File: src/rtl/pow2_div_pkg.sv
package pow2_div_pkg;
  localparam int CODE_W  = 3;
  localparam int SHIFT_W = 4;

  // Speed code to log2 of divide ratio; /64 (shift 6) is unreachable.
  function automatic logic [SHIFT_W-1:0] code_shift(input logic [CODE_W-1:0] code);
    logic [SHIFT_W-1:0] s;
    case (code)
      3'b000:  s = 4'd3;
      3'b001:  s = 4'd2;
      3'b010:  s = 4'd1;
      3'b011:  s = 4'd0;
      3'b100:  s = 4'd4;
      3'b101:  s = 4'd5;
      3'b110:  s = 4'd7;
      default: s = 4'd8;
    endcase
    return s;
  endfunction
endpackage

File: src/rtl/pow2_div_chain.sv
module pow2_div_chain #(
  parameter int CNT_W = 8
) (
  input  logic           clk,
  input  logic           rst,
  input  logic           restart,
  output logic [CNT_W:0] taps
);
  logic [CNT_W-1:0] cnt_q;

  always_ff @(posedge clk) begin
    if (rst || restart) cnt_q <= '0;
    else                cnt_q <= cnt_q + 1'b1;
  end

  // taps[k] is high when the low k counter bits are all ones.
  assign taps[0] = 1'b1;
  for (genvar k = 1; k <= CNT_W; k++) begin : g_tap
    assign taps[k] = &cnt_q[k-1:0];
  end
endmodule

File: src/rtl/rate_tap_mux.sv
module rate_tap_mux #(
  parameter int CNT_W   = 8,
  parameter int SHIFT_W = 4
) (
  input  logic [CNT_W:0]   taps,
  input  logic [SHIFT_W-1:0] shift,
  output logic             tap_sel
);
  always_comb begin
    tap_sel = 1'b0;
    for (int i = 0; i <= CNT_W; i++)
      if (shift == SHIFT_W'(i)) tap_sel = taps[i];
  end
endmodule

File: src/rtl/pow2_cpu_rate_gen.sv
module pow2_cpu_rate_gen
  import pow2_div_pkg::*;
#(
  parameter int CNT_W = 8
) (
  input  logic              clk,
  input  logic              rst,
  input  logic [CODE_W-1:0] rate_code,
  input  logic              rate_wr,
  output logic              cpu_en,
  output logic [CODE_W-1:0] rate_active
);
  logic [CODE_W-1:0]  act_q, pend_q;
  logic               pend_vld_q, en_q;
  logic [CNT_W:0]     taps;
  logic [SHIFT_W-1:0] shift;
  logic               period_end, apply;

  assign shift      = code_shift(act_q);
  assign apply      = period_end && pend_vld_q;

  pow2_div_chain #(.CNT_W(CNT_W)) chain_i (
    .clk(clk), .rst(rst), .restart(apply), .taps(taps)
  );

  rate_tap_mux #(.CNT_W(CNT_W), .SHIFT_W(SHIFT_W)) mux_i (
    .taps(taps), .shift(shift), .tap_sel(period_end)
  );

  always_ff @(posedge clk) begin
    if (rst) begin
      act_q      <= '0;
      pend_q     <= '0;
      pend_vld_q <= 1'b0;
      en_q       <= 1'b0;
    end else begin
      en_q <= period_end;
      if (apply) act_q <= pend_q;
      if (rate_wr) begin
        pend_q     <= rate_code;
        pend_vld_q <= 1'b1;
      end else if (apply) begin
        pend_vld_q <= 1'b0;
      end
    end
  end

  assign cpu_en      = en_q;
  assign rate_active = act_q;


  en_single_chk: assert property (@(posedge clk) disable iff (rst)
    (cpu_en && act_q != 3'b011) |=> !cpu_en);

  unit_rate_chk: assert property (@(posedge clk) disable iff (rst)
    (act_q == 3'b011 && $past(act_q) == 3'b011 && !$past(rst)) |-> cpu_en);

  switch_on_pulse_chk: assert property (@(posedge clk) disable iff (rst)
    !$stable(act_q) |-> cpu_en);

  switch_needs_pending_chk: assert property (@(posedge clk) disable iff (rst)
    !$stable(act_q) |-> $past(pend_vld_q));

  wr_pending_chk: assert property (@(posedge clk) disable iff (rst)
    rate_wr |=> pend_vld_q);
endmodule

File: config.mk
export PLATFORM = sky130hd
export DESIGN_NAME = pow2_cpu_rate_gen
export DESIGN_NICKNAME = d
export VERILOG_FILES = /design/src/rtl/pow2_div_pkg.sv /design/src/rtl/pow2_div_chain.sv /design/src/rtl/rate_tap_mux.sv /design/src/rtl/pow2_cpu_rate_gen.sv
export SDC_FILE = /design/constraint.sdc
export NUM_CORES = 1
export LEC_CHECK = 0
export ABC_AREA = 1
export BUFFER_PORTS_ARGS = -buffer_cell sky130_fd_sc_hd__buf_4
export CORE_ASPECT_RATIO = 0.6
export CORE_MARGIN = 4
export CORE_UTILIZATION = 24
export DETAILED_ROUTE_END_ITERATION = 8
export SLEW_MARGIN = 25
export SYNTH_ARGS = -nofsm -noshare
export SYNTH_HDL_FRONTEND = slang
export SYNTH_SLANG_ARGS = --single-unit
File: constraint.sdc
create_clock -name clk -period 1.9 [get_ports clk]
set_clock_uncertainty 0.2 [all_clocks]
set_input_delay 0.38 -clock clk [delete_from_list [all_inputs] [get_ports clk]]
set_output_delay 0.38 -clock clk [all_outputs]
set_load 0.1 [all_outputs]
[After elaboration in Yosys (flattened, before gate mapping)]
Cells that the tools add are included.
Word-level totals
  bits in registers: 16
  bits of input ports: 6
  output and inout port bits: 4
  logic and storage cells: 44
Cells by class
  add/sub/neg operators: 1
  equal/unequal tests: 14
  multiplexer cells: 12
  reduce and logical (&&, ||, !) cells: 12
Operator list (count)
  4-bit one-hot mux with 7 select lines: 1
  4-bit by 3-bit equality test with 1-bit output, second input constant: 4
  1-bit two-way mux: 11
  3-bit equality test, second input constant: 3
  8-bit by 1-bit adder with 8-bit output, second input constant: 1
  4-bit by 2-bit equality test with 1-bit output, second input constant: 2
  8-bit AND reduction: 1
  7-bit AND reduction: 1
  3-bit by 2-bit equality test with 1-bit output, second input constant: 2
  6-bit AND reduction: 1
  5-bit AND reduction: 1
  4-bit by 1-bit equality test with 1-bit output, second input constant: 1
  4-bit equality test, second input constant: 1
  4-bit zero test: 1
  4-bit AND reduction: 1
  3-bit by 1-bit equality test with 1-bit output, second input constant: 1
  3-bit zero test: 1
  3-bit AND reduction: 1
  2-bit AND reduction: 1
  2-bit nonzero test: 1
  1-bit logical AND: 1
  1-bit logical OR: 1

[Longest topological paths before layout]
  depth after elaboration: 15
  depth in mapped cells: 13
  depth with buffers taken out: 13

[Cells and area by module]
A second synthesis with hierarchy kept.
Second synthesis, totals
  cell total of the unflattened synthesis: 135
  area total of the unflattened synthesis: 858.3 sq um
Modules (own cells, without submodules)
  pow2_div_chain: times used 1, cells each 58, area an instance 404.1 sq um, sequential area each 160.2 sq um
  pow2_cpu_rate_gen: times used 1, cells each 49, area an instance 334.1 sq um, sequential area each 160.2 sq um
  rate_tap_mux: times used 1, cells each 28, area an instance 120.1 sq um, sequential area each 0.0 sq um

[Least setup slack after synthesis]
Ideal clock, no wire load.
  path type: register to register
  from: register act_q[0] (netlist: rate_active[0])
  to: register act_q[2] (netlist: rate_active[2])
  setup time: 0.119 ns
  arrival: 1.740 ns
  required time: 1.581 ns
  path slack: -0.159 ns
  cell stages (with the launch flop): 10
  path buffers: 0
  period minus slack after synthesis: 2.059 ns
  cell sequence: dfxtp_1 > inv_1 > nand2_1 > nand2_1 > nand3_1 > nand2_1 > nand2_2 > nand2_4 > a21oi_1 > nor2_1
On the way
  longest elaborated chain between the ends: 13
  elaborated cells on any way between the ends: 27
  those cells by class: eq/ne (14); mux (10); reduce/logical (3)
RTL lines
  start: declaration: RTL line pow2_cpu_rate_gen.sv:13  | logic [CODE_W-1:0] act_q, pend_q;
  start signal: assignment: RTL line pow2_cpu_rate_gen.sv:38  | if (apply) act_q <= pend_q;
  3-bit equality test (tied with other cells): RTL line pow2_div_pkg.sv:8  | case (code)
  4-bit one-hot mux with 7 select lines (*): RTL line pow2_div_pkg.sv:8
  4-bit zero test: RTL line rate_tap_mux.sv:12  | if (shift == SHIFT_W'(i)) tap_sel = taps[i];
  1-bit two-way mux (8 in a row): RTL line rate_tap_mux.sv:12
  1-bit two-way mux (*): RTL line rate_tap_mux.sv:12
  1-bit logical AND (*): RTL line pow2_cpu_rate_gen.sv:20  | assign apply = period_end && pend_vld_q;
Every way passes the cells marked *; elsewhere a longest branch is shown, timed or not.
A chain may end at the register's enable or synchronous reset.

[Worst setup path after layout]
  from: register chain_i.cnt_q[1]
  to: register chain_i.cnt_q[0]
On the way
  longest elaborated chain between the ends: 10
  elaborated cells on any way between the ends: 16
  those cells by class: mux (7); reduce/logical (9)
RTL lines
  start: declaration: RTL line pow2_div_chain.sv:9  | logic [CNT_W-1:0] cnt_q;
  start signal: assignment: RTL line pow2_div_chain.sv:13  | else cnt_q <= cnt_q + 1'b1;
  2-bit AND reduction: RTL line pow2_div_chain.sv:19  | assign taps[k] = &cnt_q[k-1:0];
  1-bit two-way mux (6 in a row): RTL line rate_tap_mux.sv:12
  1-bit two-way mux (*): RTL line rate_tap_mux.sv:12
  1-bit logical AND (*): RTL line pow2_cpu_rate_gen.sv:20
  1-bit logical OR (*): RTL line pow2_div_chain.sv:12  | if (rst || restart) cnt_q <= '0;
Marks and branches as above.

==> results.md <==
- The worst setup path category is reg -> reg.
- Dividing the detail-routed via count by the number of cells gives 4.05.
- The final weighted congestion in routability-driven placement is 0.820.
- Counting the buffers created by CTS gives 3.
- Data on the critical path is required at its endpoint by 1.84 ns.
- Max-cap violations in this run came to 0.
- Measured on the finished design, the core utilization comes to 33.3%.
- The top cell type's share of synthesized area is 43.7%.
- The flow ran to the end, and the final reports show no timing, DRC or antenna violations.
- In the final routed layout, each cell accounts on average for 9.90 µm.
- The leftover overflow at the end of global routing is 0.
- In this run the clock root is driven by a clkbuf_8.
- The clock latency at the later pin of the worst-skew pair is 0.25 ns.
- Leaving out fill and tap cells, the most frequent cell in the layout is nand2_1.
- The internal portion of total power is 0.557 mW.
- For this run, design rule violations remaining after detail routing come to 0.
- In this run the worst path has a maximum fanout of 8.
- The library cells used most frequently in the layout, excluding fill and tap cells, are nand2_1, nor2_1, inv_1, dfxtp_1, buf_4.
- The first global-routing pass estimated 2390 µm of wire.
- Setup repair after global routing left no endpoint under its margin.
- Entering global routing, the biggest net connects 10 pins.
- For this design, the sink count on the clock tree is 16.
- TritonCTS built the clock tree.
- Pin placement for this block handled 10 I/O pins.
- Synthesis produced 98 cells.
- The number of pins exceeding their max-slew limit in the final report came to 0.
- Counting stages on the worst path, the most repeated cell is nand2_1.
- The synthesis-to-finish area growth is 31.2%.
- The maximum clock frequency is 0.565 GHz.
- The floorplan die height is 50.8 µm.
- The core region is 2890 µm².
- The net count of the finished layout is 122.
- The count of vias placed by the detailed router is 623.
- The largest area contributor in the synthesized netlist is dfxtp_1.
- The reported net switching power is 0.164 mW.
- Subtracting the final worst setup slack from the clock period gives 1.77 ns.
- The sum of net half-perimeters after detailed placement is 1100 µm.
- The combinational fraction of design power is 7.9%.
- The initial utilization of the core area, before any placement, comes to 25.4%.
- In this run the power density over the cells is 749 nW/µm².
- The total of endpoints with negative setup slack in the final report is 0.
- The worst setup path is launched from a flop.
- The global routing usage summed across all routing layers is 7.97%.
- Among all stages on the critical path, the largest delay is contributed by dfxtp_1.
- The maximum buffer depth of the clock tree is 2.
- The die is 79.4 µm wide.
- Summing the areas of all compound-gate instances in the mapped netlist gives 8.87% of the synthesized area.
- The normalized max-slew margin is 76.4%.
- The synthesized-area fraction occupied by and/or/nand/nor cells is 30.9%.
- Of the post-synthesis cell area, the part taken by muxes is 0%.
- The maximum level of the CTS H-tree is 1.
- The number of hold-slack violations in the final timing report is 0.
- The die covers 4030 µm².
- The share of the yosys chip area belonging to registers is 43.7%.
- For this run, the slowest stage of the critical path takes 0.37 ns.
- In this run, the number of DRC markers left after iteration 0 of detailed routing was 54.
- The number of synthesized register bits is 16.
- The initial antenna violation count came to 0.
- Buffers placed on the I/O ports in this run total 9.
- The switching part of the total is 22.7%.
- The iteration count of the initial detailed-routing pass is 4.
- After clock tree synthesis, the clock-pin slew on the worst setup and hold paths is 0.07 ns.
- The xor and xnor fraction of the mapped netlist area is 3.58%.
- The number of antenna diodes in the final layout is 0.
- Walking the worst path, the cells encountered are ha_4 -> inv_1 -> nor2_4 -> ha_4 -> nand3_1 -> nand2_1 -> nand2_1 -> nand2_1 -> inv_2 -> nand2_4 -> nand2_4 -> nand2_8 -> nor2_1.
- STA puts the critical path data arrival time at 1.71 ns.
- The maximum ir drop on the vdd rail is 268 µV.
- The via count of the first global-routing pass was 551.
- The critical path endpoint category is a flop.
- Ranked by total cell area, the synthesized netlist is headed by dfxtp_1, nand2_1, nor2_1.
- Dividing the final minimum period by the clock period gives 93.1%.
- In this run, post-CTS hold repair placed 0 buffers.
- The wire length reported by the detailed router is 1530 µm.
- For the final routed database, the setup TNS stands at 0 ns.
- The total of warnings raised by yosys is 0.
- The synthesized netlist contains 15 unique library cells.
- The synthesized netlist net count is 107.
- The overall power is 0.721 mW.
- The sequential share of power is 50.0%.
- The number of core rows is 15.
- The synthesized netlist occupies a cell area of 733 µm².
- In the final layout, the share of cells above drive strength 1 is 25.9%.
- The type of the most critical hold path is in -> reg.
- The layout has 306 filler cells.
- The post-synthesis share of cell area spent on full adders, half adders and majority gates is 5.12%.
- The static leakage power is 0.399 nW.
- Of the total power, the clock network draws 42.1%.
- By area, the combinational part of the netlist is dominated by simple AND/OR/NAND/NOR gates.
- At the pin with the least slew margin, the transition time is 0.354 ns.
- The synthesized area divided by synthesized cell count is 7.48 µm².
- In this run the remaining antenna-violating nets after routing total 0.
-- layout make-up --
type / instances / area (µm²) / area share (%)
Multi-Input combinational cell: 67 / 394 / 41.0
Sequential cell: 16 / 325 / 33.8
Timing Repair Buffer: 11 / 82.6 / 8.58
Clock buffer: 4 / 55.1 / 5.72
Inverter: 14 / 52.6 / 5.46
Tap cell: 42 / 52.6 / 5.46
-- stage by stage --
stage	std cells	setup slack [ns]	hold WS (ns)	cell area [µm²]
floorplan	98	0.140	0.227	737
global placement	149	0.145	0.240	860
detailed placement	149	0.0486	0.250	860
CTS	153	0.0415	0.0934	915
global route	154	0.00150	0.112	962
finish	154	0.131	0.0996	962
-- kinds of logic (layout without fill, tap and decap cells) --
family,Yosys count,count (layout)
AND/OR/NAND/NOR,48,48
flip-flops,16,16
AO/OA/AOI/OAI,13,13
XOR/XNOR,3,3
adder cells (fa/ha/maj),3,3
buffers and inverters,15,29
-- worst max-delay path: cells and delay by family (launching register included) --
family                   cells  cell delay (ns)
adder cells (fa/ha/maj)      2             0.28
buffers and inverters        2             0.11
flip-flops                   1             0.37
AND/OR/NAND/NOR              9             0.70
-- routing by layer --
layer | up-vias | GRT usage, % | part of all wire [%]
met1 | 275 | 8.92 | 45
met5 | - | 0 | 0
met2 | 13 | 12.4 | 47
li1 | 333 | - | -
met4 | 0 | 4.29 | 1.8
met3 | 2 | 4.05 | 5.5
-- power groups by stage --
stage	logic (mW)	clock network (mW)	registers, mW
after detailed placement	0.0509	0	0.365
after global placement	0.0491	0	0.364
after global routing	0.0650	0.326	0.361
final	0.0573	0.303	0.360
after CTS	0.0512	0.313	0.358
after floorplan	0.0334	0	0.364
-- cell usage after synthesis --
cell      n
nand2_1  18
inv_2     1
nand3_1   9
inv_1    13
ha_1      3
nor2_4    1
dfxtp_1  16
nand2_2   2
nand2_4   3
xnor2_1   1
xor2_1    2
buf_2     1
o21ai_0   5
a21oi_1   8
nor2_1   15
-- flip-flops by register name, summed over array words and instances, names as in the netlist --
name / cells
chain_i.cnt_q: 8
pend_vld_q: 1
rate_active: 3
pend_q: 3
cpu_en: 1
-- repair_timing --
item                                    CTS  global route
hold endpoints to repair                  0             0
setup buffers                             0             1
endpoints found under the setup margin    0            11
gates resized for setup                   0             7
-- worst paths after layout --
kind                    start          endpoint  slack, ns  cells past startpoint
max          chain_i.cnt_q[1]  chain_i.cnt_q[0]       0.13                     13
min                       rst        pend_vld_q        0.1                      2
max reg2reg  chain_i.cnt_q[1]  chain_i.cnt_q[0]       0.13                     13
min reg2reg  chain_i.cnt_q[0]  chain_i.cnt_q[0]       0.25                      1
No activity file was read; power rests on OpenSTA's default activity.
